<file path="config.mk">
export PLATFORM = sky130hd
export DESIGN_NAME = spi_cfg_port
export DESIGN_NICKNAME = d
export VERILOG_FILES = /design/src/rtl/spi_cfg_pkg.sv /design/src/rtl/spi_cfg_edge.sv /design/src/rtl/spi_cfg_regbank.sv /design/src/rtl/spi_cfg_shifter.sv /design/src/rtl/spi_cfg_port.sv
export SDC_FILE = /design/constraint.sdc
export NUM_CORES = 1
export LEC_CHECK = 0
export ABC_AREA = 1
export BUFFER_PORTS_ARGS = -buffer_cell sky130_fd_sc_hd__buf_4
export CORE_MARGIN = 5
export CORE_UTILIZATION = 45
export DETAILED_ROUTE_END_ITERATION = 10
export GPL_TIMING_DRIVEN = 0
export PLACE_DENSITY = 0.68
export SYNTH_ARGS = -nofsm -noshare
export SYNTH_HDL_FRONTEND = slang
export SYNTH_SLANG_ARGS = --single-unit
</file>
<file path="constraint.sdc">
create_clock -name clk -period 6.3 [get_ports clk]
set_input_delay 1.26 -clock clk [delete_from_list [all_inputs] [get_ports clk]]
set_output_delay 1.26 -clock clk [all_outputs]
set_load 0.1 [all_outputs]
</file>
<file path="src/rtl/spi_cfg_pkg.sv">
package spi_cfg_pkg;

  localparam int unsigned BYTE_W       = 8;
  localparam int unsigned INSTR_BITS   = 8;
  localparam int unsigned ADDR_W       = 5;
  localparam int unsigned RW_BIT       = 7;
  localparam int unsigned CTRL_LSB_BIT = 0;
  localparam int unsigned CTRL_4W_BIT  = 1;

  typedef enum logic [1:0] {
    PH_INSTR = 2'd0,
    PH_DATA  = 2'd1,
    PH_DONE  = 2'd2
  } phase_e;

  // Byte count of the register at an address; absent addresses use one byte.
  function automatic int unsigned reg_bytes(input int unsigned addr,
                                            input int unsigned nregs,
                                            input int unsigned max_bytes);
    if (addr < nregs) return (addr % max_bytes) + 1;
    return 1;
  endfunction

  // Reset value: control register is zero, others carry {addr, byte index} per byte.
  function automatic logic [63:0] reg_reset(input int unsigned addr,
                                            input int unsigned nregs,
                                            input int unsigned max_bytes);
    logic [63:0] v;
    v = '0;
    if (addr != 0 && addr < nregs) begin
      for (int unsigned j = 0; j < reg_bytes(addr, nregs, max_bytes); j++) begin
        v[j*BYTE_W +: BYTE_W] = 8'(((addr % 16) * 16) + j);
      end
    end
    return v;
  endfunction

endpackage

</file>
<file path="src/rtl/spi_cfg_edge.sv">
module spi_cfg_edge (
  input  logic clk,
  input  logic rst_n,
  input  logic sclk_i,
  output logic rise_o,
  output logic fall_o
);

  logic sclk_q;

  always_ff @(posedge clk or negedge rst_n) begin
    if (!rst_n) sclk_q <= 1'b0;
    else        sclk_q <= sclk_i;
  end

  assign rise_o = sclk_i & ~sclk_q;
  assign fall_o = ~sclk_i & sclk_q;

endmodule

</file>
<file path="src/rtl/spi_cfg_regbank.sv">
module spi_cfg_regbank
  import spi_cfg_pkg::*;
#(
  parameter int unsigned NUM_REGS  = 8,
  parameter int unsigned MAX_BYTES = 4,
  localparam int unsigned REG_W    = MAX_BYTES * BYTE_W
) (
  input  logic                      clk,
  input  logic                      rst_n,
  input  logic                      wr_en,
  input  logic [ADDR_W-1:0]         addr,
  input  logic [REG_W-1:0]          wr_data,
  output logic [REG_W-1:0]          rd_data,
  output logic [NUM_REGS*REG_W-1:0] regs_flat
);

  for (genvar g = 0; g < NUM_REGS; g++) begin : g_reg
    localparam int unsigned     NB   = reg_bytes(g, NUM_REGS, MAX_BYTES);
    localparam logic [REG_W-1:0] MASK = REG_W'((64'd1 << (NB * BYTE_W)) - 64'd1);
    localparam logic [REG_W-1:0] RST  = REG_W'(reg_reset(g, NUM_REGS, MAX_BYTES));

    logic             hit;
    logic [REG_W-1:0] val_q;
    logic [REG_W-1:0] val_d;

    assign hit = wr_en && (addr == ADDR_W'(g));

    always_comb begin
      val_d = val_q;
      if (hit) val_d = wr_data & MASK;
    end

    always_ff @(posedge clk or negedge rst_n) begin
      if (!rst_n)   val_q <= RST;
      else if (hit) val_q <= val_d;
    end

    assign regs_flat[g*REG_W +: REG_W] = val_q;
  end

  always_comb begin
    rd_data = '0;
    for (int i = 0; i < NUM_REGS; i++) begin
      if (addr == ADDR_W'(i)) rd_data = regs_flat[i*REG_W +: REG_W];
    end
  end

endmodule

</file>
<file path="src/rtl/spi_cfg_shifter.sv">
module spi_cfg_shifter
  import spi_cfg_pkg::*;
#(
  parameter int unsigned NUM_REGS  = 8,
  parameter int unsigned MAX_BYTES = 4,
  localparam int unsigned REG_W    = MAX_BYTES * BYTE_W,
  localparam int unsigned IDX_W    = $clog2(REG_W)
) (
  input  logic              clk,
  input  logic              rst_n,
  input  logic              cs_n_i,
  input  logic              sdi_i,
  input  logic              sclk_rise_i,
  input  logic              sclk_fall_i,
  input  logic              lsb_first_i,
  input  logic              four_wire_i,
  input  logic [REG_W-1:0]  rd_data_i,
  output logic [ADDR_W-1:0] addr_o,
  output logic              wr_en_o,
  output logic [REG_W-1:0]  wr_data_o,
  output logic              sdio_o,
  output logic              sdio_oe_o,
  output logic              sdo_o
);

  phase_e            phase_q, phase_n;
  logic [IDX_W-1:0]  cnt_q, cnt_n;
  logic [IDX_W-1:0]  last_q, last_n;
  logic [7:0]        ibuf_q, ibuf_n;
  logic [ADDR_W-1:0] addr_q, addr_n;
  logic              is_rd_q, is_rd_n;
  logic [REG_W-1:0]  wbuf_q, wbuf_n;
  logic              out_q, out_n;
  logic              drive;

  function automatic logic [IDX_W-1:0] last_index(input logic [ADDR_W-1:0] a);
    return IDX_W'(reg_bytes(int'(a), NUM_REGS, MAX_BYTES) * BYTE_W - 1);
  endfunction

  always_comb begin
    logic [7:0]       ib;
    logic [REG_W-1:0] wb;
    logic [2:0]       iidx;
    logic [IDX_W-1:0] didx;

    phase_n  = phase_q;
    cnt_n    = cnt_q;
    last_n   = last_q;
    ibuf_n   = ibuf_q;
    addr_n   = addr_q;
    is_rd_n  = is_rd_q;
    wbuf_n   = wbuf_q;
    out_n    = out_q;
    wr_en_o  = 1'b0;

    ib   = ibuf_q;
    wb   = wbuf_q;
    iidx = lsb_first_i ? cnt_q[2:0] : (3'd7 - cnt_q[2:0]);
    didx = lsb_first_i ? cnt_q : (last_q - cnt_q);

    if (cs_n_i) begin
      phase_n = PH_INSTR;
      cnt_n   = '0;
    end else begin
      unique case (phase_q)
        PH_INSTR: begin
          if (sclk_rise_i) begin
            ib[iidx] = sdi_i;
            ibuf_n   = ib;
            if (cnt_q == IDX_W'(INSTR_BITS - 1)) begin
              addr_n  = ib[ADDR_W-1:0];
              is_rd_n = ib[RW_BIT];
              last_n  = last_index(ib[ADDR_W-1:0]);
              wbuf_n  = '0;
              out_n   = 1'b0;
              cnt_n   = '0;
              phase_n = PH_DATA;
            end else begin
              cnt_n = cnt_q + 1'b1;
            end
          end
        end
        PH_DATA: begin
          if (sclk_fall_i && is_rd_q) out_n = rd_data_i[didx];
          if (sclk_rise_i) begin
            if (!is_rd_q) begin
              wb[didx] = sdi_i;
              wbuf_n   = wb;
            end
            if (cnt_q == last_q) begin
              phase_n = PH_DONE;
              wr_en_o = !is_rd_q;
            end else begin
              cnt_n = cnt_q + 1'b1;
            end
          end
        end
        default: begin
          phase_n = PH_DONE;
        end
      endcase
    end
    wr_data_o = wb;
  end

  always_ff @(posedge clk or negedge rst_n) begin
    if (!rst_n) begin
      phase_q <= PH_INSTR;
      cnt_q   <= '0;
      last_q  <= '0;
      ibuf_q  <= '0;
      addr_q  <= '0;
      is_rd_q <= 1'b0;
      wbuf_q  <= '0;
      out_q   <= 1'b0;
    end else begin
      phase_q <= phase_n;
      cnt_q   <= cnt_n;
      last_q  <= last_n;
      ibuf_q  <= ibuf_n;
      addr_q  <= addr_n;
      is_rd_q <= is_rd_n;
      wbuf_q  <= wbuf_n;
      out_q   <= out_n;
    end
  end

  assign drive     = (phase_q == PH_DATA) && is_rd_q && !cs_n_i;
  assign sdio_oe_o = drive && !four_wire_i;
  assign sdio_o    = drive && !four_wire_i && out_q;
  assign sdo_o     = drive && four_wire_i && out_q;
  assign addr_o    = addr_q;

endmodule

</file>
<file path="src/rtl/spi_cfg_port.sv">
module spi_cfg_port
  import spi_cfg_pkg::*;
#(
  parameter int unsigned NUM_REGS  = 8,
  parameter int unsigned MAX_BYTES = 4,
  localparam int unsigned REG_W    = MAX_BYTES * BYTE_W
) (
  input  logic                      clk,
  input  logic                      rst_n,
  input  logic                      spi_sclk,
  input  logic                      spi_cs_n,
  input  logic                      sdio_i,
  output logic                      sdio_o,
  output logic                      sdio_oe,
  output logic                      sdo,
  output logic [NUM_REGS*REG_W-1:0] cfg_regs
);

  logic              rst_meta;
  logic              rst_n_s;
  logic              sclk_rise;
  logic              sclk_fall;
  logic              lsb_first;
  logic              four_wire;
  logic              wr_en;
  logic [ADDR_W-1:0] addr;
  logic [REG_W-1:0]  wr_data;
  logic [REG_W-1:0]  rd_data;

  always_ff @(posedge clk or negedge rst_n) begin
    if (!rst_n) begin
      rst_meta <= 1'b0;
      rst_n_s  <= 1'b0;
    end else begin
      rst_meta <= 1'b1;
      rst_n_s  <= rst_meta;
    end
  end

  assign lsb_first = cfg_regs[CTRL_LSB_BIT];
  assign four_wire = cfg_regs[CTRL_4W_BIT];

  spi_cfg_edge u_edge (
    .clk    (clk),
    .rst_n  (rst_n_s),
    .sclk_i (spi_sclk),
    .rise_o (sclk_rise),
    .fall_o (sclk_fall)
  );

  spi_cfg_shifter #(
    .NUM_REGS  (NUM_REGS),
    .MAX_BYTES (MAX_BYTES)
  ) u_shift (
    .clk         (clk),
    .rst_n       (rst_n_s),
    .cs_n_i      (spi_cs_n),
    .sdi_i       (sdio_i),
    .sclk_rise_i (sclk_rise),
    .sclk_fall_i (sclk_fall),
    .lsb_first_i (lsb_first),
    .four_wire_i (four_wire),
    .rd_data_i   (rd_data),
    .addr_o      (addr),
    .wr_en_o     (wr_en),
    .wr_data_o   (wr_data),
    .sdio_o      (sdio_o),
    .sdio_oe_o   (sdio_oe),
    .sdo_o       (sdo)
  );

  spi_cfg_regbank #(
    .NUM_REGS  (NUM_REGS),
    .MAX_BYTES (MAX_BYTES)
  ) u_bank (
    .clk       (clk),
    .rst_n     (rst_n_s),
    .wr_en     (wr_en),
    .addr      (addr),
    .wr_data   (wr_data),
    .rd_data   (rd_data),
    .regs_flat (cfg_regs)
  );

endmodule

</file>
# After elaboration in Yosys (flattened, before gate mapping)
# Index checks and enable logic that the tools add are counted.
dict set report word_totals {
  wordCells 138
  output_inout_bits 259
  ff_bits 222
}
dict set report classes {
  magnitude_cmp 5
  n_reduce_logical 30
  n_addsub 5
  mux 56
  bitwise_logic 5
  n_eq_ne 18
}
# operator count
set ops {}
lappend ops {{$mux W32} 11}
lappend ops {{$pmux W32 S2} 1}
lappend ops {{$bwmux W32} 1}
lappend ops {{$mux W5} 6}
lappend ops {{$eq A5 B3 Y1 const B} 5}
lappend ops {{$mux W24} 1}
lappend ops {{$mux W2} 11}
lappend ops {{$logic_and A1 B1 Y1} 17}
lappend ops {{$mux W16} 1}
lappend ops {{$reduce_and A4 Y1} 4}
lappend ops {{$mux W1} 15}
lappend ops {{$eq A5 B2 Y1 const B} 2}
lappend ops {{$pmux W5 S2} 1}
lappend ops {{$ne A3 B3 Y1 const B} 3}
lappend ops {{$bwmux W8} 1}
lappend ops {{$mux W8} 1}
lappend ops {{$lt A5 B6 Y1 const B} 1}
lappend ops {{$ne A3 B2 Y1 const B} 2}
lappend ops {{$add A5 B1 Y5 const B} 1}
lappend ops {{$bmux W1 S5} 1}
lappend ops {{$demux W1 S5} 1}
lappend ops {{$eq A5 B1 Y1 const B} 1}
lappend ops {{$eq A5 B5 Y1} 1}
lappend ops {{$ge A5 B1 Y1 const B} 1}
lappend ops {{23 further kinds} 29}

# Depth between registers and ports, before layout
dict set report depth {
  depth_word 19
  ltp_mapped 20
}

# Hierarchy
# Synthesis repeated with hierarchy kept, for this count alone.
dict set report hier_totals {
  cells_unflattened 1622
  area_unflattened_um2 12162.9
}
# mod area_each_um2 cells_per_inst n_inst seq_area_each_um2
set modules_own_cells {}
lappend modules_own_cells {spi_cfg_regbank 7988.9 943 1 4066.4}
lappend modules_own_cells {spi_cfg_shifter 4080.2 671 1 1376.3}
lappend modules_own_cells {spi_cfg_port 53.8 3 1 50.0}
lappend modules_own_cells {spi_cfg_edge 40.0 5 1 25.0}

# Worst setup path before layout
# OpenSTA, ideal clock, no wires.
dict set report synth_timing {
  kind {input to output}
  start {input spi_cs_n}
  end {output sdio_o}
  path_stages 6
  n_path_buf 1
  t_arrival_ps 4837
  required_time_ps 5040
  path_slack_ps 203
  cell_sequence {nor2_1 inv_1 nor2_1 inv_1 clkbuf_1 nor4_1}
}
dict set report synth_between {
  elab_chain_cells 4
}
# element line
set synth_rtl {}
lappend synth_rtl {{from (decl)} spi_cfg_port.sv:11} ;# input logic spi_cs_n,
lappend synth_rtl {{$logic_not A1 Y1} spi_cfg_shifter.sv:128} ;# assign drive = (phase_q == PH_DATA) && is_rd_q && !cs_n_i;
lappend synth_rtl {{$logic_and A1 B1 Y1} spi_cfg_shifter.sv:128}
lappend synth_rtl {{$logic_and A1 B1 Y1 (2 in series)} spi_cfg_shifter.sv:130} ;# assign sdio_o = drive && !four_wire_i && out_q;
lappend synth_rtl {{to (decl)} spi_cfg_port.sv:13} ;# output logic sdio_o,
# No other way between the ends.

# Final worst setup path
dict set report layout_timing {
  start {input spi_cs_n}
  end {output sdo}
}
dict set report layout_between {
  elab_chain_cells 4
}
# element line
set layout_rtl {}
lappend layout_rtl {{$logic_not A1 Y1} spi_cfg_shifter.sv:128}
lappend layout_rtl {{$logic_and A1 B1 Y1} spi_cfg_shifter.sv:128}
lappend layout_rtl {{$logic_and A1 B1 Y1 (2 in series)} spi_cfg_shifter.sv:131} ;# assign sdo_o = drive && four_wire_i && out_q;
lappend layout_rtl {{to (decl)} spi_cfg_port.sv:15} ;# output logic sdo,
# No other way between the ends.

==> impl_metrics.ini <==
[power_and_ir_drop]
p_leak_nw = 7.995
p_sw_share_pct = 31.16
power.density_mw_per_mm2 = 223.7
internal_power_w = 0.002312
switchingPower_w = 0.001047
p_clk_share_pct = 41.1
seq_power_share_pct = 43.2
vdd.ir_drop.worst_uv = 135.2
combPwrFrac_pct = 15.8

[sta]
setup_violations = 0
tightest_slew_ns = 1.407
drv_slew = 0
tns_ns = 0
min_period_ns = 4.642
rsz0062_at_grt = false
hold_viol_final = 0
fmax_mhz = 215.4
slew_headroom_pct = 5.848
finalCritPeriodShare_pct = 73.68
skew_ns = 0.02482

[floorplan]
core_region_area_mm2 = 0.02673
rows = 60
start_util_pct = 45.39
die_w_um = 174.2
io_pins = 264
fp.dieArea_mm2 = 0.03034
die_h_um = 174.2

[drt]
drc_errors = 0
first_pass_iters = 7
via_count = 11895
wl_per_cell_um = 18.83
drt-initial-drc-count = 1172
via_per_inst = 5.242
antenna_left = 0
totalWireLength_um = 42720

[worst_setup_path]
critPathMaxFanout = 10
crit_required_ns = 5.04
critPathLaunchType = primary input
worst-setup-path-type = primary input to output pin
arrival_ns = 3.38
endpoint_kind = output pin

[synth]
synth_top_area_share_pct = 34.65
seq_area_frac_synth_pct = 45.48
syn_avg_cell_area_um2 = 7.489
yosysWarnings = 0
synthArstFlopShare_pct = 100.0
synth-edff-count = 0
yosysUniqueCellTypes = 43
ys.flop_type = dfrtp_1
synth_top_cell_by_area = dfrtp_1
yosys-top-cells-count = nand2_1, dfrtp_1, inv_1
ys_ff_latch = 218
netlist_area_mm2 = 0.01213
synth_area_leaders = dfrtp_1, nand2_1, dfstp_2
yosysMostFrequentCell = nand2_1
synthCells = 1620

[clock_tree]
cts_max_path_buffers = 3
cts_tree = done
cts_buffers = 24
post-cts-setup-buffers = 0
cts_sinks = 218
cts_max_level = 1
cts_resized = 0
insertion_delay_ns = 0.54
root_buffer = clkbuf_16
clkTransAtPathRegs_ns = 0.06
holdBufCountCts = 0

[placement]
placedInstanceArea_mm2 = 0.01425
gp_congestion = 0.9536
dpl.hpwl_um = 31740
numPortBuffers = 167

[global_route]
grt_pass1_wl_um = 65360
grt_max_degree = 70
antenna_found_initial = 0
grt_pass1_vias = 11289
grt.overflow.total = 0
grt_usage_pct = 27.14

[finish]
drive_above_1_share_pct = 23.60
utilization_pct = 56.19
area_delta_synth_final_pct = 23.78
fin_nets = 1922
stdcell_area_mm2 = 0.01502
diodes = 0

[job]
max-cap-violations = 0

[hold_path]
hold_path_class = register to asynchronous set/reset pin

[outcome]
status = finished, final reports clean
[routing by layer]
metal | track usage, % | vias up | share of wire, %
met5 | 0 | - | 0
met4 | 8.611 | 0 | 3.4
met3 | 5.850 | 89 | 10
met2 | 42.76 | 654 | 45
met1 | 37.60 | 5611 | 41
li1 | - | 5541 | -
[worst max-delay path, cell delays in order]
cell and delay [ns]:
buf_4 0.12, nor2_1 0.18, inv_1 0.08, nor2_1 0.33
buf_4 0.31, buf_1 0.52, nand3_1 0.15, nor2_1 0.13
buf_4 0.30
[cells in the final DEF, fill, tap and decap left out, types with 3 or more instances in the layout]
cell | Yosys | routed
dfrtp_1 | 168 | 167
nand3_1 | 109 | 109
inv_2 | 10 | 10
o21ai_2 | 13 | 13
nand2_4 | 3 | 3
clkbuf_8 | 0 | 6
o21ai_4 | 5 | 5
clkbuf_16 | 0 | 24
buf_1 | 4 | 4
clkinvlp_4 | 0 | 3
nor2_1 | 72 | 72
a21oi_1 | 8 | 8
clkinv_2 | 0 | 5
inv_1 | 145 | 145
clkbuf_1 | 25 | 29
buf_16 | 0 | 3
o21ai_0 | 126 | 126
nand2_2 | 7 | 7
ha_1 | 5 | 5
buf_4 | 103 | 270
nand4_1 | 29 | 29
nor3_1 | 10 | 10
conb_1 | 2 | 97
o21ai_1 | 25 | 25
buf_2 | 20 | 20
xnor2_1 | 3 | 3
nand2_1 | 613 | 613
nor2_2 | 11 | 11
o22ai_1 | 15 | 15
dfstp_2 | 50 | 50
nand3_2 | 9 | 9
nor2_4 | 9 | 9
[worst paths after layout]
check	startpoint	end	slack, ns	cells past startpoint
min	rst_n_s	u_shift.is_rd_q	0.28	0
min reg2reg	rst_n_s	u_shift.is_rd_q	0.28	0
max reg2reg	u_shift.last_q[2]	u_shift.out_q	2.58	17
max in group asynchronous	rst_n_s	u_bank.g_reg[4].val_q[6]	4.96	2
max	spi_cs_n	sdo	1.66	9
min in group clk	rst_meta	rst_n_s	0.35	0
[cells by family after synthesis]
family | count (synthesis) | share of synthesized area, %
AO/OA/AOI/OAI | 199 | 9.375
buffers and inverters | 310 | 13.11
flip-flops | 218 | 45.48
XOR/XNOR | 4 | 0.2888
adder cells (fa/ha/maj) | 6 | 0.6807
AND/OR/NAND/NOR | 881 | 31.00
other | 2 | 0.06190
[power groups by stage]
stage	clock network [W]	registers [W]	logic, W
finish	0.00138	0.00145	0.000530
global route	0.00144	0.00145	0.000562
CTS	0.00138	0.00145	0.000524
global placement	0	0.00150	0.000488
floorplan	0	0.00149	0.000435
detailed placement	0	0.00147	0.000523
[registers in the layout, summed over array words and instances, names as in the netlist]
signal / flops
u_shift.cnt_q: 5
u_shift.wbuf_q: 32
u_shift.last_q: 3
u_shift.out_q: 1
u_shift.addr_o: 5
u_shift.phase_q: 2
u_shift.is_rd_q: 1
u_shift.ibuf_q: 6
u_edge.sclk_q: 1
u_bank.g.val_q: 160
rst_meta: 1
rst_n_s: 1
[per-stage QoR]
stage | hold slack [ns] | worst slack, ns | total power, W | instances
finish | 0.2821 | 1.658 | 0.003359 | 2269
floorplan | 0.3311 | 0.2030 | 0.001922 | 1715
global placement | 0.3364 | 1.341 | 0.001984 | 2223
CTS | 0.3074 | 1.687 | 0.003359 | 2269
global route | 0.3281 | 1.522 | 0.003457 | 2269
detailed placement | 0.3042 | 1.703 | 0.001997 | 2226
[cell type report]
| type | instances | area [um^2] |
|---|---|---|
| well taps | 341 | 426.7 |
| fillers | 2554 | 11710 |
| flip-flops and latches | 218 | 5522 |
| clock inverters | 9 | 63.81 |
| repair buffers | 170 | 1336 |
| multi-input cells | 1187 | 5380 |
| plain buffers | 154 | 1005 |
| inverters | 156 | 585.6 |
| clock buffers | 34 | 698.2 |
No activity file was read; power rests on OpenSTA's default activity.
